**src/rtl/adc_port_pkg.sv**
```systemverilog
package adc_port_pkg;

  // Synchronized host control word; field order fixes the bit order.
  typedef struct packed {
    logic ce;
    logic cs_n;
    logic rdconv;
    logic wide;
    logic a0;
  } host_ctrl_t;

  localparam int HOST_CTRL_W = $bits(host_ctrl_t);

  // Idle values loaded into the synchronizer at reset: deselected, read side.
  localparam logic [HOST_CTRL_W-1:0] HOST_CTRL_IDLE = 5'b01100;

  typedef enum logic [1:0] {
    OP_IDLE  = 2'd0,
    OP_START = 2'd1,
    OP_READ  = 2'd2
  } host_op_t;

  function automatic host_op_t decode_op(host_ctrl_t c);
    if (!c.ce || c.cs_n) return OP_IDLE;
    if (c.rdconv)        return OP_READ;
    return OP_START;
  endfunction

endpackage

```
**src/rtl/adc_port_sync.sv**
```systemverilog
module adc_port_sync #(
  parameter int                  W       = 5,
  parameter int                  STAGES  = 2,
  parameter logic [W-1:0]        RST_VAL = '0
) (
  input  logic         clk,
  input  logic         rst_n,
  input  logic [W-1:0] d_async,
  output logic [W-1:0] q_sync
);

  for (genvar b = 0; b < W; b++) begin : g_bit
    logic [STAGES-1:0] chain;
    always_ff @(posedge clk or negedge rst_n) begin
      if (!rst_n) chain <= {STAGES{RST_VAL[b]}};
      else        chain <= {chain[STAGES-2:0], d_async[b]};
    end
    assign q_sync[b] = chain[STAGES-1];
  end

endmodule

```
**src/rtl/adc_port_decode.sv**
```systemverilog
module adc_port_decode
  import adc_port_pkg::*;
(
  input  logic       clk,
  input  logic       rst_n,
  input  host_ctrl_t ctrl_s,
  output logic       read_en,
  output logic       conv_start,
  output logic       conv_short
);

  host_op_t op;
  logic     start_cond;
  logic     start_cond_q;

  assign op         = decode_op(ctrl_s);
  assign start_cond = (op == OP_START);
  assign read_en    = (op == OP_READ);

  always_ff @(posedge clk or negedge rst_n) begin
    if (!rst_n) begin
      start_cond_q <= 1'b0;
      conv_start   <= 1'b0;
      conv_short   <= 1'b0;
    end else begin
      start_cond_q <= start_cond;
      conv_start   <= start_cond && !start_cond_q;
      if (start_cond && !start_cond_q) conv_short <= ctrl_s.a0;
    end
  end


  start_single_chk: assert property (@(posedge clk) disable iff (!rst_n)
    conv_start |=> !conv_start);


  start_needs_convert_chk: assert property (@(posedge clk) disable iff (!rst_n)
    conv_start |-> (!$past(ctrl_s.rdconv) && $past(ctrl_s.ce) && !$past(ctrl_s.cs_n)));


  short_held_chk: assert property (@(posedge clk) disable iff (!rst_n)
    !conv_start |=> (conv_start || $stable(conv_short)));

endmodule

```
**src/rtl/adc_port_result.sv**
```systemverilog
module adc_port_result #(
  parameter int W = 12
) (
  input  logic         clk,
  input  logic         rst_n,
  input  logic         seq_busy,
  input  logic [W-1:0] seq_result,
  output logic [W-1:0] res_q
);

  logic busy_q;

  always_ff @(posedge clk or negedge rst_n) begin
    if (!rst_n) begin
      busy_q <= 1'b0;
      res_q  <= '0;
    end else begin
      busy_q <= seq_busy;
      if (busy_q && !seq_busy) res_q <= seq_result;
    end
  end


  hold_while_busy_chk: assert property (@(posedge clk) disable iff (!rst_n)
    seq_busy |=> $stable(res_q));


  load_on_fall_chk: assert property (@(posedge clk) disable iff (!rst_n)
    $fell(seq_busy) |=> (res_q == $past(seq_result)));

endmodule

```
**src/rtl/adc_port_format.sv**
```systemverilog
module adc_port_format #(
  parameter int W      = 12,
  parameter int BYTE_W = 8
) (
  input  logic         clk,
  input  logic         rst_n,
  input  logic         read_en,
  input  logic         wide,
  input  logic         a0,
  input  logic [W-1:0] res,
  output logic [W-1:0] bus_data,
  output logic [W-1:0] bus_drive
);

  localparam int LO_W  = W - BYTE_W;       // bits left for the odd address
  localparam int PAD_W = BYTE_W - LO_W;    // trailing zeros after them

  logic [BYTE_W-1:0] hi_byte, lo_byte;
  logic [W-1:0]      nxt_data, nxt_drive;

  assign hi_byte = res[W-1 -: BYTE_W];
  assign lo_byte = {res[LO_W-1:0], {PAD_W{1'b0}}};

  always_comb begin
    nxt_data  = '0;
    nxt_drive = '0;
    if (read_en) begin
      if (wide) begin
        nxt_data  = res;
        nxt_drive = '1;
      end else begin
        nxt_drive[W-1 -: BYTE_W] = '1;
        nxt_data[W-1 -: BYTE_W]  = a0 ? lo_byte : hi_byte;
      end
    end
  end

  always_ff @(posedge clk or negedge rst_n) begin
    if (!rst_n) begin
      bus_data  <= '0;
      bus_drive <= '0;
    end else begin
      bus_data  <= nxt_data;
      bus_drive <= nxt_drive;
    end
  end


  idle_released_chk: assert property (@(posedge clk) disable iff (!rst_n)
    !read_en |=> (bus_drive == '0 && bus_data == '0));


  narrow_low_released_chk: assert property (@(posedge clk) disable iff (!rst_n)
    (read_en && !wide) |=> (bus_drive[LO_W-1:0] == '0 && bus_data[LO_W-1:0] == '0));


  odd_trailing_zero_chk: assert property (@(posedge clk) disable iff (!rst_n)
    (read_en && !wide && a0) |=> (bus_data[LO_W +: PAD_W] == '0));


  wide_all_driven_chk: assert property (@(posedge clk) disable iff (!rst_n)
    (read_en && wide) |=> (bus_drive == '1 && bus_data == $past(res)));

endmodule

```
**src/rtl/adc_host_port.sv**
```systemverilog
module adc_host_port
  import adc_port_pkg::*;
#(
  parameter int RES_W  = 12,
  parameter int BYTE_W = 8,
  parameter int SYNC_N = 2
) (
  input  logic             clk,
  input  logic             rst_n,
  input  logic             host_ce,
  input  logic             host_cs_n,
  input  logic             host_rdconv,
  input  logic             host_wide,
  input  logic             host_a0,
  input  logic             seq_busy,
  input  logic [RES_W-1:0] seq_result,
  output logic             conv_start,
  output logic             conv_short,
  output logic [RES_W-1:0] bus_data,
  output logic [RES_W-1:0] bus_drive
);

  host_ctrl_t             ctrl_raw, ctrl_s;
  logic [HOST_CTRL_W-1:0] ctrl_s_bits;
  logic                   read_en;
  logic [RES_W-1:0]       res_q;

  assign ctrl_raw = '{ce: host_ce, cs_n: host_cs_n, rdconv: host_rdconv,
                      wide: host_wide, a0: host_a0};

  adc_port_sync #(
    .W(HOST_CTRL_W), .STAGES(SYNC_N), .RST_VAL(HOST_CTRL_IDLE)
  ) u_sync (
    .clk(clk), .rst_n(rst_n), .d_async(ctrl_raw), .q_sync(ctrl_s_bits)
  );

  assign ctrl_s = host_ctrl_t'(ctrl_s_bits);

  adc_port_decode u_dec (
    .clk(clk), .rst_n(rst_n), .ctrl_s(ctrl_s), .read_en(read_en),
    .conv_start(conv_start), .conv_short(conv_short)
  );

  adc_port_result #(.W(RES_W)) u_res (
    .clk(clk), .rst_n(rst_n), .seq_busy(seq_busy),
    .seq_result(seq_result), .res_q(res_q)
  );

  adc_port_format #(.W(RES_W), .BYTE_W(BYTE_W)) u_fmt (
    .clk(clk), .rst_n(rst_n), .read_en(read_en), .wide(ctrl_s.wide),
    .a0(ctrl_s.a0), .res(res_q), .bus_data(bus_data), .bus_drive(bus_drive)
  );

endmodule

```
**config.mk**
```make
export PLATFORM = sky130hd
export DESIGN_NAME = adc_host_port
export DESIGN_NICKNAME = d
export VERILOG_FILES = /design/src/rtl/adc_port_pkg.sv /design/src/rtl/adc_port_sync.sv /design/src/rtl/adc_port_decode.sv /design/src/rtl/adc_port_result.sv /design/src/rtl/adc_port_format.sv /design/src/rtl/adc_host_port.sv
export SDC_FILE = /design/constraint.sdc
export NUM_CORES = 1
export LEC_CHECK = 0
export BUFFER_PORTS_ARGS = -buffer_cell sky130_fd_sc_hd__buf_2
export CORE_ASPECT_RATIO = 0.9
export CORE_MARGIN = 4
export CORE_UTILIZATION = 40
export CTS_CLUSTER_SIZE = 30
export DETAILED_ROUTE_END_ITERATION = 12
export HOLD_SLACK_MARGIN = 0.15
export PLACE_DENSITY = 0.65
export SKIP_LAST_GASP = 1
export SYNTH_ARGS = -nofsm -noshare
export SYNTH_HDL_FRONTEND = slang
export SYNTH_SLANG_ARGS = --single-unit
export TNS_END_PERCENT = 5
```
**constraint.sdc**
```tcl
create_clock -name clk -period 1.4 [get_ports clk]
set_input_delay 0.07 -clock clk [delete_from_list [all_inputs] [get_ports clk]]
set_output_delay 0.07 -clock clk [all_outputs]
set_load 0.005 [all_outputs]
```
==> results by stage, run 1 <==
Die:
- The die covers 4590 sq um.
- The count of boundary I/O pins is 46.
- The floorplan step set the die height to 64.7 microns.
- The core region is 3400 sq um.
- In this run the horizontal extent of the chip is 70.9 microns.
- The count of standard-cell rows is 20.
- The initial utilization of the core area, before any placement, comes to 0.419.

Placed design:
- The number of buffer cells added on primary ports is 45.
- Prior to clock tree synthesis, the placed netlist has a worst setup slack of 0.225 ns.
- The placement-stage cell area is 1630 sq um.
- The final weighted congestion in routability-driven placement is 0.754.

Synth:
- For this run, the register share of the synthesized area comes to 0.705.
- A synthesized cell averages 15.8 sq um.
- Counting flops and latches in the post-synthesis netlist gives 40.
- In this run the cell area of the synthesized design comes to 1430 sq um.
- Of the post-synthesis cell area, the dominant cell type holds 0.632.
- After synthesis, the netlist uses 16 different library cells.
- By area the synthesized netlist is led by dfrtp_1 (63%), mux2_1 (10%), dfstp_2 (7.4%).
- The number of warning messages in the yosys log is 0.
- In the synthesized netlist, the number of instances is 90.
- The biggest area consumer among synthesized cells is dfrtp_1.
- The net count after synthesis is 110.

STA:
- Setup repair after global routing left no endpoint under its margin.
- The final worst-path cycle share is 0.911.
- The final worst-path setup slack is 0.125 ns.
- Measured against its own limit, the worst slew margin works out to 0.599.
- The number of hold-slack violations in the final timing report is 0.
- Setup violations remaining at the end of the flow were counted as 0.
- The sum of negative setup slack is 0 ns.
- The worst path in the final design needs a cycle of 1.28 ns, including I/O delays and setup.
- The number of pins with negative max-slew slack in the final report is 0.
- At the pin with the least slew margin, the transition time is 0.602 ns.
- The maximum frequency from static timing analysis is 784 MHz.
- The worst setup skew after layout is 0.00584 ns.

Clock tree:
- The CTS sink count is 40.
- The TritonCTS buffer count is 5.
- The buffer count from post-CTS setup fixing is 0.
- The worst-case clock buffer depth is 2.
- For this design, the CTS-stage hold fixing added 19 buffers.
- CTS placed an instance of clkbuf_8 at the clock tree root.
- For the worst-skew pair, the clock arrives at the later sink with an insertion delay of 0.29 ns.
- The register clock-pin slew on the reported worst setup and hold paths is 0.07 ns.
- The number of H-tree levels is 2.
- The number of gates resized after cts is 0.
- TritonCTS built the clock tree.

Worst setup path:
- The data arrival time of the critical path is 1.44 ns.
- The category of the worst setup path capture point is a flip-flop.
- Data on the critical path is required at its endpoint by 1.57 ns.
- The maximum fanout encountered on the critical timing path is 12.
- The worst setup path is of the in -> reg kind.
- The launching element type of the critical path is an input port.

Layout:
- Of the cells placed in the final design, the portion with a size suffix greater than 1 is 0.421.
- The total area of multi-input combinational cells is 314 sq um.
- The final design area excluding fillers is 1940 sq um.
- Counting the fill cells in the layout gives 296.
- Summing all flip-flop and latch instances after layout gives 1010 sq um.
- Leaving out fill and tap cells, the most frequent cell in the layout is buf_2.
- The number of antenna diodes in the final layout is 0.
- The utilization after layout is 0.571.
- The net count of the finished layout is 171.
- The top cell types in the final layout, fill and taps aside, are buf_2 (45), dfrtp_1 (36), dlygate4sd3_1 (19), mux2_1 (13), and3_1 (8).
- The area added between synthesis and finish is 36.3%.

Detailed routing:
- Before antenna repair, the detailed router went through 3 iterations.
- The overall via count from detail_route is 846.
- The wire length on met3 is 192 microns.
- After detailed routing, the number of remaining DRC violations is 0.
- In the final routing, the length of wire on met1 measures 1020 microns.
- After detailed routing, the number of vias per cell comes to 4.32.
- The highest metal layer with signal wires is met4.
- The number of violations reported at the end of detailed-routing iteration 0 is 17.
- After detailed routing, the met2 layer carries 1150 microns of wire.
- The final routed wirelength across all metal layers is 2410 microns.
- The per-cell routed wire length is 12.3 microns.
- The number of nets still failing antenna checks after routing is 0.

Worst hold path:
- In this run the worst hold path is classified as in -> async.

Job:
- The max capacitance violation total is 0.

Pwr:
- The power per cell area is 1290 nW/um^2.
- The total power consumption of the routed design is 2.50 mW.
- The total leakage power is 1.04 nW.
- The largest vdd supply drop is 0.755 mV.

Global route:
- The number of global-route vias before repair came to 904.
- Entering global routing, the biggest net connects 30 pins.
- The total congestion overflow after global routing is 0.
- The initial antenna violation count was 0.
- The global-route wire length before repair is 4200 microns.
- The all-layer global routing usage is 0.122.

Status:
- The flow ran to the end, and the final reports show no timing, DRC or antenna violations.
## cells by family after synthesis
kind of cell,Yosys count,share of synthesized area
flip-flops,40,0.705
AND/OR/NAND/NOR,19,0.0895
buffers and inverters,14,0.0746
multiplexers,17,0.131
## metrics by stage
step / std cells / hold WS [ns]
global placement: 169 / 0.104
CTS: 196 / 0.332
global route: 196 / 0.357
detailed placement: 169 / 0.116
floorplan: 90 / -0.226
finish: 196 / 0.328
## area by class of cell
type	count	share of cell area
inverters	2	0.00644
flip-flops and latches	40	0.517
clock buffers	7	0.0495
well taps	44	0.0283
clock inverters	1	0.0154
multi-input cells	36	0.162
repair buffers	66	0.221
## metal layers
layer | up-vias | global-route usage
met2 | 35 | 0.205
met3 | 5 | 0.0450
met4 | 0 | 0.0563
li1 | 405 | -
met5 | - | 0
met1 | 401 | 0.139
## flip-flops by register name, summed over array words and instances (netlist names)
register	flops
u_dec.conv_short	1
u_fmt.bus_drive	2
u_fmt.bus_data	12
u_dec.conv_start	1
u_res.res_q	12
u_dec.start_cond_q	1
u_res.busy_q	1
u_sync.g_bit.chain	10
## critical path, stage by stage
cell           delay [ns]
dlygate4sd3_1        0.53
buf_2                0.14
nor2b_4              0.33
mux2_1               0.37
## Yosys cell counts
cell      instances
dfrtp_1          36
mux2_1           13
buf_4            11
and3_1            8
nor2_1            5
dfstp_2           4
mux2i_1           4
and2_1            1
buf_6             1
inv_1             1
inv_6             1
nand2b_1          1
nand2b_4          1
nor2b_4           1
nor3_2            1
or2_4             1
## power breakdown
| part | switching [mW] | internal (mW) | total (mW) |
|---|---|---|---|
| clock network | 0.365 | 0.628 | 0.994 |
| logic | 0.0882 | 0.131 | 0.219 |
| registers | 0.0441 | 1.25 | 1.29 |
| total | 0.498 | 2.01 | 2.50 |
## final timing paths
check / start / endpoint / slack, ns / cells after the start
max: seq_busy / u_res.res_q[2]$_DFFE_PN0P_ / 0.12 / 4
min: rst_n / u_fmt.bus_data[9]$_DFF_PN0_ / 0.33 / 2
max reg2reg: u_sync.g_bit[2].chain[1]$_DFF_PN1_ / u_fmt.bus_data[6]$_DFF_PN0_ / 0.21 / 4
min reg2reg: u_sync.g_bit[4].chain[0]$_DFF_PN0_ / u_sync.g_bit[4].chain[1]$_DFF_PN0_ / 0.35 / 0
max in group asynchronous: rst_n / u_dec.start_cond_q$_DFF_PN0_ / 0.52 / 3
min in group clk: u_sync.g_bit[4].chain[0]$_DFF_PN0_ / u_sync.g_bit[4].chain[1]$_DFF_PN0_ / 0.35 / 0
Power figures use the tool's default switching activity.
==> inputs of run 2 (changes only) <==
--- a/config.mk
+++ b/config.mk
@@ -10,3 +10,3 @@
 export CORE_MARGIN = 4
-export CORE_UTILIZATION = 40
+export CORE_UTILIZATION = 49
 export CTS_CLUSTER_SIZE = 30
@@ -14,3 +14,3 @@
 export HOLD_SLACK_MARGIN = 0.15
-export PLACE_DENSITY = 0.65
+export PLACE_DENSITY = 0.77
 export SKIP_LAST_GASP = 1
--- a/constraint.sdc
+++ b/constraint.sdc
@@ -3,2 +3,2 @@
 set_output_delay 0.07 -clock clk [all_outputs]
-set_load 0.005 [all_outputs]
+set_load 0.05 [all_outputs]
==> results by stage, run 2 (synthesized netlist as in run 1, its figures left out) <==
Die:
- The horizontal die dimension was 64.9 microns (was 70.9 microns).
- The total die area is 3840 sq um (was 4590 sq um).
- The vertical die dimension was 59.2 microns (was 64.7 microns).
- The count of boundary I/O pins is 46 (unchanged).
- The count of standard-cell rows is 18 (was 20).
- The starting utilization of the core area is 0.515 (was 0.419).
- The placeable core region is 2770 sq um (was 3400 sq um).

Pwr:
- The total leakage power is 1.01 nW (was 1.04 nW).
- The largest vdd supply drop is 0.821 mV (was 0.755 mV).
- The power per cell area was 1200 nW/um^2 (was 1290 nW/um^2).
- The total power consumption of the routed design is 2.25 mW (was 2.50 mW).

Worst hold path:
- The path class of the lowest-slack min-delay path was in -> async (unchanged).

Layout:
- The number of fill cells is 206 (was 296).
- The area added between synthesis and finish was 31.9% (was 36.3%).
- The leading cell type in the layout, fill and taps excluded is buf_2 (unchanged).
- Top library cells by usage in the layout, fill and taps aside: buf_2 (45), dfrtp_1 (36), dlygate4sd3_1 (19), mux2_1 (13), and3_1 (8) (unchanged).
- The number of standard cells in the layout, taps in and fillers out was 192 (was 196).
- The ratio of cells with drive above 1 in the final layout is 0.414 (was 0.421).
- The net count of the finished layout is 171 (unchanged).
- The utilization after layout is 0.679 (was 0.571).
- Largest registers in the final layout: u_fmt.bus_data (12), u_res.res_q (12), u_sync.g_bit.chain (10) (unchanged).
- The number of antenna cells inserted is 0 (unchanged).
- The final design area excluding fillers is 1880 sq um (was 1940 sq um).

Worst setup path:
- The data arrival time of the critical path is 1.42 ns (was 1.44 ns).
- The slack of the worst reg-to-reg path is 0.20 ns (was 0.21 ns).
- The worst path required time is 1.61 ns (was 1.57 ns).
- The maximum fanout encountered on the critical timing path is 12 (unchanged).
- The category of the worst setup path capture point is a flip-flop (unchanged).
- The critical setup path kind is in -> reg (unchanged).
- The launching element type of the critical path is an input port (unchanged).

Global route:
- The initial antenna violation count is 0 (unchanged).
- The number of global-route vias before repair is 889 (was 904).
- The all-layer global routing usage is 0.148 (was 0.122).
- The total congestion overflow after global routing is 0 (unchanged).
- The global-route wire length before repair is 4120 microns (was 4200 microns).
- The maximum number of pins on one net before global-route repair is 20 (was 30).

STA:
- The worst setup skew after layout is 0.00458 ns (was 0.00584 ns).
- The number of pins with negative max-slew slack in the final report is 0 (unchanged).
- The max-slew headroom at the worst pin is 0.736 (was 0.599).
- The number of failing setup endpoints in the final timing report is 0 (unchanged).
- Setup repair after global routing missed its margin: false (unchanged).
- The sum of negative setup slack is 0 ns (unchanged).
- The final worst-path setup slack is 0.187 ns (was 0.125 ns).
- The number of hold-slack violations in the final timing report is 0 (unchanged).
- The clock period minus worst slack is 1.21 ns (was 1.28 ns).
- The maximum frequency from static timing analysis came to 824 MHz (was 784 MHz).
- The actual transition at the worst max-transition pin is 0.395 ns (was 0.602 ns).
- The final worst-path cycle share is 0.866 (was 0.911).
- The worst hold-check slack is 0.218 ns (was 0.328 ns).

Detailed routing:
- The overall via count from detail_route came to 839 (was 846).
- The final routed wirelength across all metal layers was 2480 microns (was 2410 microns).
- The number of iterations in the first detailed-routing pass is 4 (was 3).
- The detail-routed via count per cell is 4.37 (was 4.32).
- The number of violations reported at the end of detailed-routing iteration 0 is 21 (was 17).
- The per-cell routed wire length is 12.9 microns (was 12.3 microns).
- The number of nets still failing antenna checks after routing is 0 (unchanged).
- The DRC violation count after routing is 0 (unchanged).

Status:
- Status: completed (unchanged).

Clock tree:
- The CTS sink count is 40 (unchanged).
- The register clock-pin slew on the reported worst setup and hold paths is 0.11 ns (was 0.07 ns).
- The worst-case clock buffer depth is 2 (unchanged).
- The number of H-tree levels is 2 (unchanged).
- The buffer count from post-CTS setup fixing is 0 (unchanged).
- The number of gates resized after cts came to 0 (unchanged).
- The CTS tree is built (unchanged).
- The clock root buffer is clkbuf_4 (was clkbuf_8).
- The TritonCTS buffer count is 5 (unchanged).
- The number of hold buffers added after cts is 19 (unchanged).
- The clock latency of the later-clocked register in the worst-skew pair is 0.32 ns (was 0.29 ns).

Placed design:
- The worst-case setup slack after placement was 0.221 ns (was 0.225 ns).
- The number of buffer cells added on primary ports was 45 (unchanged).
- The final weighted congestion in routability-driven placement was 0.700 (was 0.754).
- The placement-stage cell area is 1620 sq um (was 1630 sq um).
- The count of placed standard cells including taps was 165 (was 169).

Job:
- The max capacitance violation total was 0 (unchanged).
==> run 2: changes by cell type in the layout (fill, tap and decap cells not counted) <==
| cell | delta |
|---|---|
| clkbuf_4 | +5 |
| bufinv_16 | -1 |
| clkbuf_8 | -5 |
| clkbuf_1 | +1 |
==> run 2: final timing paths <==
check,startpoint,to,cells after the start
max in group asynchronous,rst_n,u_sync.g_bit[3].chain[0]$_DFF_PN1_,3
hold reg to reg,u_sync.g_bit[4].chain[0]$_DFF_PN0_,u_sync.g_bit[4].chain[1]$_DFF_PN0_,0
setup reg to reg,u_sync.g_bit[2].chain[1]$_DFF_PN1_,u_fmt.bus_data[1]$_DFF_PN0_,4
hold / removal,rst_n,u_sync.g_bit[0].chain[0]$_DFF_PN0_,2
setup / recovery,seq_busy,u_res.res_q[0]$_DFFE_PN0P_,4
min in group clk,u_sync.g_bit[4].chain[0]$_DFF_PN0_,u_sync.g_bit[4].chain[1]$_DFF_PN0_,0
==> run 2: cell type report <==
cell class | count | area (sq um) | area share
Timing Repair Buffer | 66 | 430 | 0.229
Inverter | 2 | 12.5 | 0.00665
Tap cell | 40 | 50.0 | 0.0266
Clock buffer | 8 | 68.8 | 0.0366
Sequential cell | 40 | 1010 | 0.535
Multi-Input combinational cell | 36 | 314 | 0.167
==> run 2: routing by layer <==
layer	GRT usage	routed length (microns)	up-vias
li1	-	-	405
met1	0.155	924	399
met2	0.276	1380	30
met3	0.0436	147	5
met4	0.0633	31	0
met5	0	0	-
==> run 2: critical path: stages <==
cell	delay, ns
dlygate4sd3_1	0.53
buf_2	0.14
nor2b_4	0.31
mux2_1	0.37
==> run 2: power breakdown <==
| group | internal [mW] | switching (mW) | total (mW) |
|---|---|---|---|
| combinational | 0.132 | 0.196 | 0.329 |
| clock | 0.296 | 0.336 | 0.632 |
| sequential | 1.25 | 0.0447 | 1.29 |
